`src/rtl/lcd_scan_pkg.sv`:
```
package lcd_scan_pkg;
  // Sizes of the panel this sequencer is built for.
  localparam int unsigned DEF_NCOM     = 16;
  localparam int unsigned DEF_NSEG     = 80;
  localparam int unsigned DEF_ROW_CLKS = 200;

  // Scan-step to physical common mapping with per-half reversal.
  function automatic int unsigned step_to_com(input int unsigned step,
                                              input int unsigned half,
                                              input logic lo_rev,
                                              input logic hi_rev);
    if (step < half)
      return lo_rev ? (half - 1 - step) : step;
    else
      return hi_rev ? (3 * half - 1 - step) : step;
  endfunction
endpackage

```
`src/rtl/lcd_scan_timer.sv`:
```
module lcd_scan_timer
  import lcd_scan_pkg::*;
#(
  parameter int unsigned NCOM     = DEF_NCOM,
  parameter int unsigned NSEG     = DEF_NSEG,
  parameter int unsigned ROW_CLKS = DEF_ROW_CLKS
) (
  input  logic                    clk,
  input  logic                    rst,
  input  logic                    two_line,
  input  logic                    com_lo_rev,
  input  logic                    com_hi_rev,
  output logic                    cap_en,
  output logic                    shift_en,
  output logic                    strobe,
  output logic                    first_step,
  output logic [$clog2(NCOM)-1:0] phys_com
);
  localparam int unsigned HALF   = NCOM / 2;
  localparam int unsigned STEP_W = $clog2(NCOM);
  localparam int unsigned TICK_W = $clog2(2 * ROW_CLKS);

  logic [TICK_W-1:0] tick;
  logic [STEP_W-1:0] nxt;
  logic [STEP_W-1:0] eff;
  logic [TICK_W-1:0] row_last;
  logic [STEP_W-1:0] last_step;

  always_comb begin
    row_last  = two_line ? TICK_W'(ROW_CLKS - 1) : TICK_W'(2 * ROW_CLKS - 1);
    last_step = two_line ? STEP_W'(NCOM - 1) : STEP_W'(HALF - 1);
    // A step past the active range (after a mode change) restarts the scan.
    eff       = (nxt > last_step) ? '0 : nxt;
    phys_com  = STEP_W'(step_to_com(32'(eff), HALF, com_lo_rev, com_hi_rev));
    strobe    = (tick >= row_last);
    cap_en    = (tick == '0);
    shift_en  = (tick != '0) && (32'(tick) <= NSEG);
    first_step = (eff == '0);
  end

  always_ff @(posedge clk) begin
    if (rst) begin
      tick <= '0;
      nxt  <= '0;
    end else if (strobe) begin
      tick <= '0;
      nxt  <= (eff == last_step) ? '0 : eff + 1'b1;
    end else begin
      tick <= tick + 1'b1;
    end
  end

  AST_TICK_RANGE: assert property (@(posedge clk) disable iff (rst)
    32'(tick) < 2 * ROW_CLKS) else $error("tick out of range");
  AST_ONE_LINE_LOW: assert property (@(posedge clk) disable iff (rst)
    (!two_line && strobe) |-> (32'(phys_com) < HALF)) else $error("upper common in one-line mode");
endmodule

```
`src/rtl/lcd_seg_shifter.sv`:
```
module lcd_seg_shifter
  import lcd_scan_pkg::*;
#(
  parameter int unsigned NSEG = DEF_NSEG
) (
  input  logic            clk,
  input  logic            rst,
  input  logic            cap_en,
  input  logic            shift_en,
  input  logic            strobe,
  input  logic            seg_lo_rev,
  input  logic            seg_hi_rev,
  input  logic [NSEG-1:0] row_data,
  output logic [NSEG-1:0] seg_out
);
  localparam int unsigned HALF  = NSEG / 2;
  localparam int unsigned CNT_W = $clog2(NSEG + 1);

  logic [NSEG-1:0]  mapped;
  logic [NSEG-1:0]  cap_q;
  logic [NSEG-1:0]  shreg;
  logic [CNT_W-1:0] scnt;

  for (genvar i = 0; i < NSEG; i++) begin : g_map
    if (i < HALF) begin : g_lo
      assign mapped[i] = seg_lo_rev ? row_data[HALF-1-i] : row_data[i];
    end else begin : g_hi
      assign mapped[i] = seg_hi_rev ? row_data[NSEG-1-(i-HALF)] : row_data[i];
    end
  end

  // Parallel capture, then one bit per clock into the serial path.
  always_ff @(posedge clk) begin
    if (rst) begin
      cap_q <= '0;
      shreg <= '0;
      scnt  <= '0;
    end else if (cap_en) begin
      cap_q <= mapped;
      scnt  <= '0;
    end else if (shift_en) begin
      shreg <= {cap_q[0], shreg[NSEG-1:1]};
      cap_q <= {1'b0, cap_q[NSEG-1:1]};
      scnt  <= scnt + 1'b1;
    end
  end

  always_ff @(posedge clk) begin
    if (rst)         seg_out <= '0;
    else if (strobe) seg_out <= shreg;
  end

  AST_SHIFT_DONE: assert property (@(posedge clk) disable iff (rst)
    (strobe && !cap_en) |-> (32'(scnt) == NSEG)) else $error("latch before shift done");
  AST_SEG_HOLD: assert property (@(posedge clk) disable iff (rst)
    !strobe |=> $stable(seg_out)) else $error("segments moved between strobes");
endmodule

```
`src/rtl/lcd_com_driver.sv`:
```
module lcd_com_driver
  import lcd_scan_pkg::*;
#(
  parameter int unsigned NCOM = DEF_NCOM
) (
  input  logic                    clk,
  input  logic                    rst,
  input  logic                    strobe,
  input  logic                    first_step,
  input  logic [$clog2(NCOM)-1:0] phys_com,
  output logic [NCOM-1:0]         com_sel,
  output logic                    row_strobe,
  output logic                    ac_phase
);
  always_ff @(posedge clk) begin
    if (rst) begin
      com_sel    <= '0;
      row_strobe <= 1'b0;
      ac_phase   <= 1'b0;
    end else begin
      row_strobe <= strobe;
      if (strobe) begin
        com_sel  <= NCOM'(1) << phys_com;
        ac_phase <= ac_phase ^ first_step;
      end
    end
  end

  AST_COM_ONEHOT: assert property (@(posedge clk) disable iff (rst)
    $onehot0(com_sel)) else $error("multiple commons");
  AST_COM_HOLD: assert property (@(posedge clk) disable iff (rst)
    !strobe |=> $stable(com_sel)) else $error("common moved between strobes");
  AST_AC_HOLD: assert property (@(posedge clk) disable iff (rst)
    !(strobe && first_step) |=> $stable(ac_phase)) else $error("parity flipped mid-frame");
endmodule

```
`src/rtl/lcd_scan_seq.sv`:
```
module lcd_scan_seq
  import lcd_scan_pkg::*;
#(
  parameter int unsigned NCOM     = DEF_NCOM,
  parameter int unsigned NSEG     = DEF_NSEG,
  parameter int unsigned ROW_CLKS = DEF_ROW_CLKS
) (
  input  logic                    clk,
  input  logic                    rst,
  input  logic                    two_line,
  input  logic                    com_lo_rev,
  input  logic                    com_hi_rev,
  input  logic                    seg_lo_rev,
  input  logic                    seg_hi_rev,
  input  logic [NSEG-1:0]         row_data,
  output logic [$clog2(NCOM)-1:0] fetch_row,
  output logic [NCOM-1:0]         com_sel,
  output logic [NSEG-1:0]         seg_out,
  output logic                    row_strobe,
  output logic                    ac_phase
);
  logic cap_en, shift_en, strobe, first_step;
  logic [$clog2(NCOM)-1:0] phys_com;

  lcd_scan_timer #(.NCOM(NCOM), .NSEG(NSEG), .ROW_CLKS(ROW_CLKS)) u_timer (
    .clk(clk), .rst(rst), .two_line(two_line),
    .com_lo_rev(com_lo_rev), .com_hi_rev(com_hi_rev),
    .cap_en(cap_en), .shift_en(shift_en), .strobe(strobe),
    .first_step(first_step), .phys_com(phys_com)
  );

  lcd_seg_shifter #(.NSEG(NSEG)) u_seg (
    .clk(clk), .rst(rst), .cap_en(cap_en), .shift_en(shift_en),
    .strobe(strobe), .seg_lo_rev(seg_lo_rev), .seg_hi_rev(seg_hi_rev),
    .row_data(row_data), .seg_out(seg_out)
  );

  lcd_com_driver #(.NCOM(NCOM)) u_com (
    .clk(clk), .rst(rst), .strobe(strobe), .first_step(first_step),
    .phys_com(phys_com), .com_sel(com_sel), .row_strobe(row_strobe),
    .ac_phase(ac_phase)
  );

  assign fetch_row = phys_com;

  AST_STROBE_GAP: assert property (@(posedge clk) disable iff (rst)
    row_strobe |=> !row_strobe) else $error("back-to-back strobes");
endmodule

```
`config.mk`:
```
export PLATFORM = sky130hd
export DESIGN_NAME = lcd_scan_seq
export DESIGN_NICKNAME = d
export VERILOG_FILES = /design/src/rtl/lcd_scan_pkg.sv /design/src/rtl/lcd_scan_timer.sv /design/src/rtl/lcd_seg_shifter.sv /design/src/rtl/lcd_com_driver.sv /design/src/rtl/lcd_scan_seq.sv
export SDC_FILE = /design/constraint.sdc
export NUM_CORES = 1
export LEC_CHECK = 0
export ABC_CLOCK_PERIOD_IN_PS = 2250
export BUFFER_PORTS_ARGS = -buffer_cell sky130_fd_sc_hd__buf_2
export CAP_MARGIN = 40
export CORE_ASPECT_RATIO = 1.5
export CORE_MARGIN = 5
export CORE_UTILIZATION = 51
export DETAILED_ROUTE_END_ITERATION = 8
export MAX_ROUTING_LAYER = met4
export PLACE_DENSITY_LB_ADDON = 0.1
export SYNTH_ARGS = -nofsm -noshare
export SYNTH_HDL_FRONTEND = slang
export SYNTH_HIERARCHICAL = 1
export SYNTH_SLANG_ARGS = --single-unit
```
`constraint.sdc`:
```
create_clock -name clk -period 2.25 [get_ports clk]
set_input_delay 0 -clock clk [delete_from_list [all_inputs] [get_ports clk]]
set_output_delay 0 -clock clk [all_outputs]
set_load 0.05 [all_outputs]
```
==> results of run 1 <==
==> metal layers <==
layer	share of wire, %	vias up	track usage [%]
met1	41	4425	24.5
met4	2.0	0	5.44
met3	4.7	52	3.51
met5	0	-	-
met2	53	207	37.2
li1	-	4550	-
==> repair_timing <==
| item | in CTS | in global routing |
|---|---|---|
| hold buffers | 122 | 0 |
| setup buffers | 2 | 2 |
| resized for setup | 22 | 80 |
| cloned | 0 | 11 |
| setup endpoints to repair | 172 | 181 |
| pin swaps | 15 | 37 |
| hold endpoints to repair | 93 | 0 |
==> stage by stage <==
| step | std cells | setup WS (ps) |
|---|---|---|
| 2_1_floorplan | 1124 | -103 |
| 3_3_place_gp | 1537 | -109 |
| 3_5_place_dp | 1537 | -184 |
| 4_1_cts | 1704 | -123 |
| 5_1_grt | 1717 | -318 |
| 6_report | 1717 | -208 |
==> cell usage after synthesis, types with 2 or more instances <==
cell type and count:
buf_2 52, a32o_1 12, clkbuf_1 32, nand3b_1 2, o22ai_1 69, a21oi_1 85, mux2i_1 242, o21ai_0 2
xnor2_1 8, buf_6 4, or2_1 2, nor2_1 99, inv_1 12, dfxtp_1 271, a22o_1 4, nand4_1 2
nand2b_1 2, a211oi_1 6, o22ai_2 10, ha_1 7, xor2_1 3, nand3_1 5, and3_1 2, nor2b_1 5
nand2_1 167, buf_1 2
==> where the power goes <==
part           total, mW  internal [mW]  switching [mW]  leakage, nW
clock               4.29           2.53            1.76        0.417
sequential          5.11           4.99           0.115         2.20
combinational       1.88          0.962           0.919         3.83
total               11.3           8.48            2.79         6.45
==> area by class of cell <==
cell class                      count  area, um^2
Fill cell                        1527        5910
Multi-Input combinational cell    751        5490
Sequential cell                   271        5430
Timing Repair Buffer              372        3090
Clock buffer                       39         791
Tap cell                          268         335
Clock inverter                      4        51.3
Inverter                           12        45.0
==> worst min-delay path: stages <==
cell     delay, ps
buf_2          280
mux2i_1        180
o22ai_1        110
==> flip-flops by register name (all words and copies together) (netlist names) <==
register,count
u_seg/cap_q,80
u_seg/seg_out,80
u_seg/shreg,80
u_com/com_sel,16
u_timer/tick,9
u_timer/nxt,4
u_com/ac_phase,1
u_com/row_strobe,1
==> how the worst min path moves through the flow <==
stage,from,endpoint,slack (ps),cells past startpoint
finish,seg_lo_rev,u_seg/cap_q[8],110,3
global route,seg_hi_rev,u_seg/cap_q[45],120,3
CTS,seg_lo_rev,u_seg/cap_q[8],80,3
detailed placement,row_data[28],u_seg/cap_q[28],300,3
global placement,row_data[56],u_seg/cap_q[56],290,3
floorplan,rst,u_com/ac_phase,70,1
==> logic make-up (layout without fill, tap and decap cells) <==
family                     Yosys count  after routing  synth area share, %
adders and majority gates            7              7                0.796
muxes                              242            242                 22.0
DFF                                271            271                 49.3
xor gates and xnor gates            11             11                0.875
buffers and inverters              102            427                 4.34
and+or+nand+nor                    296            296                 11.0
AOI/OAI and AO/OA                  195            195                 11.7
==> impl_metrics.csv, run 1 <==
group,metric,value,unit
critical_path,endpoint,"u_seg/shreg[43]",
critical_path,r2r_cells,11,
critical_path,max_stage_delay,380,ps
clock_network,clk_path_buf_depth,3,
clock_network,cts-root-buf,"clkbuf_16",
critical_path,critPathCaptureType,"flip-flop",
final_layout,stdcell_area,15200,um^2
final_layout,area_growth,38.4,%
synthesis,synth_warnings,6,
placement,portBuffers,188,
synthesis,syn_inst,1124,
pwr,p_total,11.3,mW
placement,post_dp_cell_area,12500,um^2
critical_path,path_cells,"inv_2 > ha_4 > or4b_4 > or3_4 > or3b_4 > a221oi_4 > nor2b_4 > buf_12 > clkbuf_16 > nand2_4 > a21oi_2",
critical_path,r2r_setup_slack,-210,ps
global_routing,grt_pass1_vias,9052,
synthesis,synth_nets,1218,
sta,timing.hold.ws,109,ps
sta,setup_tns,-20440,ps
synthesis,syn_avg_cell_area,9.79,um^2
global_routing,grt_overflow,0,
routing,wl_per_cell,16.3,um
pwr,cellPowerDensity,740,nW/um^2
sta,hold_viol,0,
floorplan,ioPinCount,189,
placement,place_congestion,0.779,
critical_path,startpoint,"u_timer/tick[1]",
job,drv_cap,0,
routing,first_pass_iters,7,
routing,wl,28.0,mm
outcome,status,"finished, violations left",
global_routing,antenna_found_initial,0,
critical_path,r2r_start,"u_timer/tick[1]",
critical_path,crit_required,2690,ps
sta,rsz0062_at_grt,"yes",
clock_network,numCtsBuffers,26,
sta,timing.slew.headroom,63.0,%
critical_path,crit_cells,11,
final_layout,finalNetCount,1528,
synthesis,synthArstFlopShare,0,%
final_layout,utilization,72.0,%
floorplan,die_w,130,um
final_layout,final_layout_size_suffix_gt1_share,26.3,%
critical_path,critPathSlowestCell,"or3b_4",
clock_network,cts.reportedPaths.clkPinSlew,60,ps
clock_network,tritoncts,"done",
worst_hold_path,hp-class,"in2reg",
floorplan,start_util,52.1,%
global_routing,grt_pass1_wl,42.8,mm
final_layout,final_cell_mix,"dfxtp_1, mux2i_1, buf_2",
critical_path,critPathBufInv,3,
sta,max_freq,407,MHz
sta,fin_ws,-208,ps
sta,fin_skew,18.4,ps
routing,drc,0,
critical_path,critPathLaunchType,"flip-flop",
global_routing,grt_max_degree,121,
synthesis,synth_area_leaders,"dfxtp_1, mux2i_1, nand2_1, o22ai_1, a21oi_1",
routing,final_antenna_net_count,0,
clock_network,cts.sinks,271,
synthesis,synth_edf_count,0,
sta,min_period,2460,ps
synthesis,ys.flop_type,"dfxtp_1",
outcome,violations,"setup timing",
routing,drt_iter0_markers,439,
synthesis,synth-seq-cells,271,
floorplan,core.rowCount,65,
synthesis,yosysSeqAreaShare,49.3,%
clock_network,htreeDepth,1,
floorplan,fp.dieH,190,um
synthesis,synth_top_area_share,49.3,%
sta,max_slew.worst_pin.slew,554,ps
sta,min_period_over_period,109,%
placement,hpwl,16.0,mm
critical_path,path_class,"reg2reg",
final_layout,diodes,0,
pwr,p_leak,6.45,nW
routing,vias,9234,
final_layout,final_common_cell,"dfxtp_1",
global_routing,track_usage,21.0,%
synthesis,syn_area,11000,um^2
routing,vias_per_cell,5.38,
synthesis,synth.distinct_cells,43,
floorplan,core,21100,um^2
pwr,ir_worst_vdd,0.678,mV
sta,maxSlewViolCount,0,
clock_network,clock_latency,520,ps
synthesis,synth_top_cell_by_area,"dfxtp_1",
critical_path,crit_family,"simple AND/OR/NAND/NOR gates",
floorplan,die-area,24700,um^2
critical_path,worstReg2RegEnd,"u_seg/shreg[43]",
critical_path,path_max_fanout,8,
critical_path,cp_data_arrival_time,2900,ps
sta,setup_viol,159,
(Power assumes the default switching activity.)
==> run 2, diff against run 1 <==
- CORE_UTILIZATION: 51 -> 40
==> run 2 against run 1 <==
  * The flow still finishes with violations (setup timing)
  * Routed wire length decreased by 3.1%
  * Utilization decreased by 16 points
  * Combinational power about the same
  * Power increased by 2.2%
  * Clock skew decreased by 8.6 ps
  * Critical endpoint is now u_seg/shreg[38]
  * Setup slack improved by 12 ps
  * Critical path depth increased by 1
==> impl_metrics.csv, run 2 (synthesis gave the netlist of run 1 again) <==
group,metric,value,unit
critical_path,cp_data_arrival_time,2890,ps
routing,wl_per_cell,15.1,um
sta,max_freq,409,MHz
final_layout,final_common_cell,"dfxtp_1",
final_layout,finalNetCount,1535,
sta,min_period_over_period,109,%
placement,hpwl,16.2,mm
critical_path,crit_required,2700,ps
routing,vias_per_cell,5.01,
sta,maxSlewViolCount,0,
routing,first_pass_iters,5,
final_layout,final_layout_size_suffix_gt1_share,24.6,%
floorplan,core,27200,um^2
final_layout,fillers,2401,
clock_network,htreeDepth,1,
routing,final_antenna_net_count,0,
floorplan,core.rowCount,74,
global_routing,grt_overflow,0,
clock_network,tritoncts,"done",
placement,place_ws,-208,ps
outcome,violations,"setup timing",
pwr,p_total,11.5,mW
final_layout,area_growth,38.9,%
sta,hold_viol,0,
floorplan,ioPinCount,189,
critical_path,path_cells,"inv_2 > ha_4 > or4b_4 > or3_4 > or3b_4 > a221oi_4 > buf_4 > nand2b_4 > buf_12 > buf_8 > nand2_1 > a21oi_1",
routing,wl,27.1,mm
pwr,combPwrFrac,16.6,%
sta,min_period,2450,ps
pwr,cellPowerDensity,754,nW/um^2
sta,rsz0062_at_grt,"yes",
sta,fin_skew,9.85,ps
floorplan,die_w,145,um
pwr,ir_worst_vdd,0.604,mV
global_routing,grt_pass1_wl,42.3,mm
critical_path,r2r_setup_slack,-200,ps
final_layout,multi_input_area,5290,um^2
final_layout,final_cell_mix,"dfxtp_1, mux2i_1, buf_2",
clock_network,cts.reportedPaths.clkPinSlew,70,ps
sta,fin_ws,-196,ps
critical_path,path_max_fanout,9,
critical_path,critPathSlowestCell,"or4b_4",
pwr,p_switching,2.84,mW
critical_path,critPathCaptureType,"flip-flop",
worst_hold_path,hp-class,"in2reg",
clock_network,clock_latency,520,ps
final_layout,diodes,0,
global_routing,antenna_found_initial,0,
placement,portBuffers,188,
critical_path,max_stage_delay,460,ps
floorplan,fp.dieH,213,um
clock_network,cts-root-buf,"clkbuf_16",
pwr,intPower,8.69,mW
routing,drc,0,
floorplan,start_util,40.4,%
global_routing,grt_max_degree,113,
routing,drt_iter0_markers,322,
clock_network,numCtsBuffers,26,
pwr,clockPowerShare,39.2,%
final_layout,utilization,56.2,%
critical_path,critPathBufInv,4,
placement,place_congestion,0.769,
critical_path,crit_family,"simple AND/OR/NAND/NOR gates",
global_routing,track_usage,16.2,%
sta,timing.slew.headroom,59.3,%
pwr,p_seq_share,44.2,%
job,drv_cap,0,
critical_path,critPathLaunchType,"flip-flop",
sta,setup_viol,160,
pwr,p_sw_share,24.6,%
sta,max_slew.worst_pin.slew,611,ps
final_layout,reg.largest.list,"u_seg/cap_q (80), u_seg/seg_out (80), u_seg/shreg (80)",
critical_path,path_class,"reg2reg",
clock_network,clk_path_buf_depth,3,
global_routing,grt_pass1_vias,8655,
routing,vias,9020,
final_layout,sequential_cell_area,5430,um^2
outcome,status,"finished, violations left",
pwr,p_leak,6.34,nW
floorplan,die-area,31000,um^2
clock_network,cts.sinks,271,
[run 2: repair_timing]
item                                    4_1_cts  5_1_grt
pin swaps                                     4       26
cloned                                        3       12
hold buffers                                122        1
hold endpoints to repair                    134       52
endpoints found under the setup margin      176      227
gates resized for setup                      18       41
buffers inserted                              5        4
[run 2: per-stage QoR]
| step | TNS [ps] | cell area, um^2 | std cells | hold slack, ps |
|---|---|---|---|---|
| after floorplan | -12920 | 11000 | 1124 | 69.1 |
| after global placement | -18890 | 12500 | 1608 | 295 |
| after detailed placement | -21660 | 12500 | 1608 | 303 |
| after CTS | -18920 | 14800 | 1785 | -123 |
| after global routing | -36400 | 15300 | 1802 | 19.8 |
| final | -18190 | 15300 | 1802 | 21.1 |
[run 2: per-layer routing]
layer | vias to the layer above | track usage [%] | share of wire, %
met1 | 4256 | 19.9 | 43
met3 | 29 | 2.14 | 3.8
li1 | 4560 | - | -
met5 | - | - | 0
met4 | 0 | 3.54 | 1.5
met2 | 175 | 28.5 | 52
[run 2: worst min-delay path, stage by stage]
cell and delay (ps):
buf_2 210, mux2i_1 170, o22ai_1 110
[run 2: final timing paths]
kind / from / cells after the start / endpoint
worst max-delay path: u_timer/tick[0] / 12 / u_seg/shreg[38]
worst max register to register: u_timer/tick[0] / 12 / u_seg/shreg[38]
worst min register to register: u_seg/shreg[0] / 2 / u_seg/shreg[0]
worst min-delay path: seg_hi_rev / 3 / u_seg/cap_q[54]
[run 2: final cells by class]
| cell class | instances | share of cell area (%) |
|---|---|---|
| inverter | 12 | 0.295 |
| timing repair buffer | 379 | 20.9 |
| sequential | 271 | 35.5 |
| multi-input combinational | 751 | 34.6 |
| clock inverter | 10 | 0.737 |
| clock buffer | 37 | 5.19 |
| tap | 342 | 2.80 |
[run 2: power groups by stage]
stage,registers (mW),clock network (mW),logic (mW)
floorplan,5.17,0,0.943
global placement,5.20,0,1.34
detailed placement,5.20,0,1.36
CTS,5.10,4.68,1.63
global route,5.12,4.85,2.06
finish,5.10,4.52,1.91
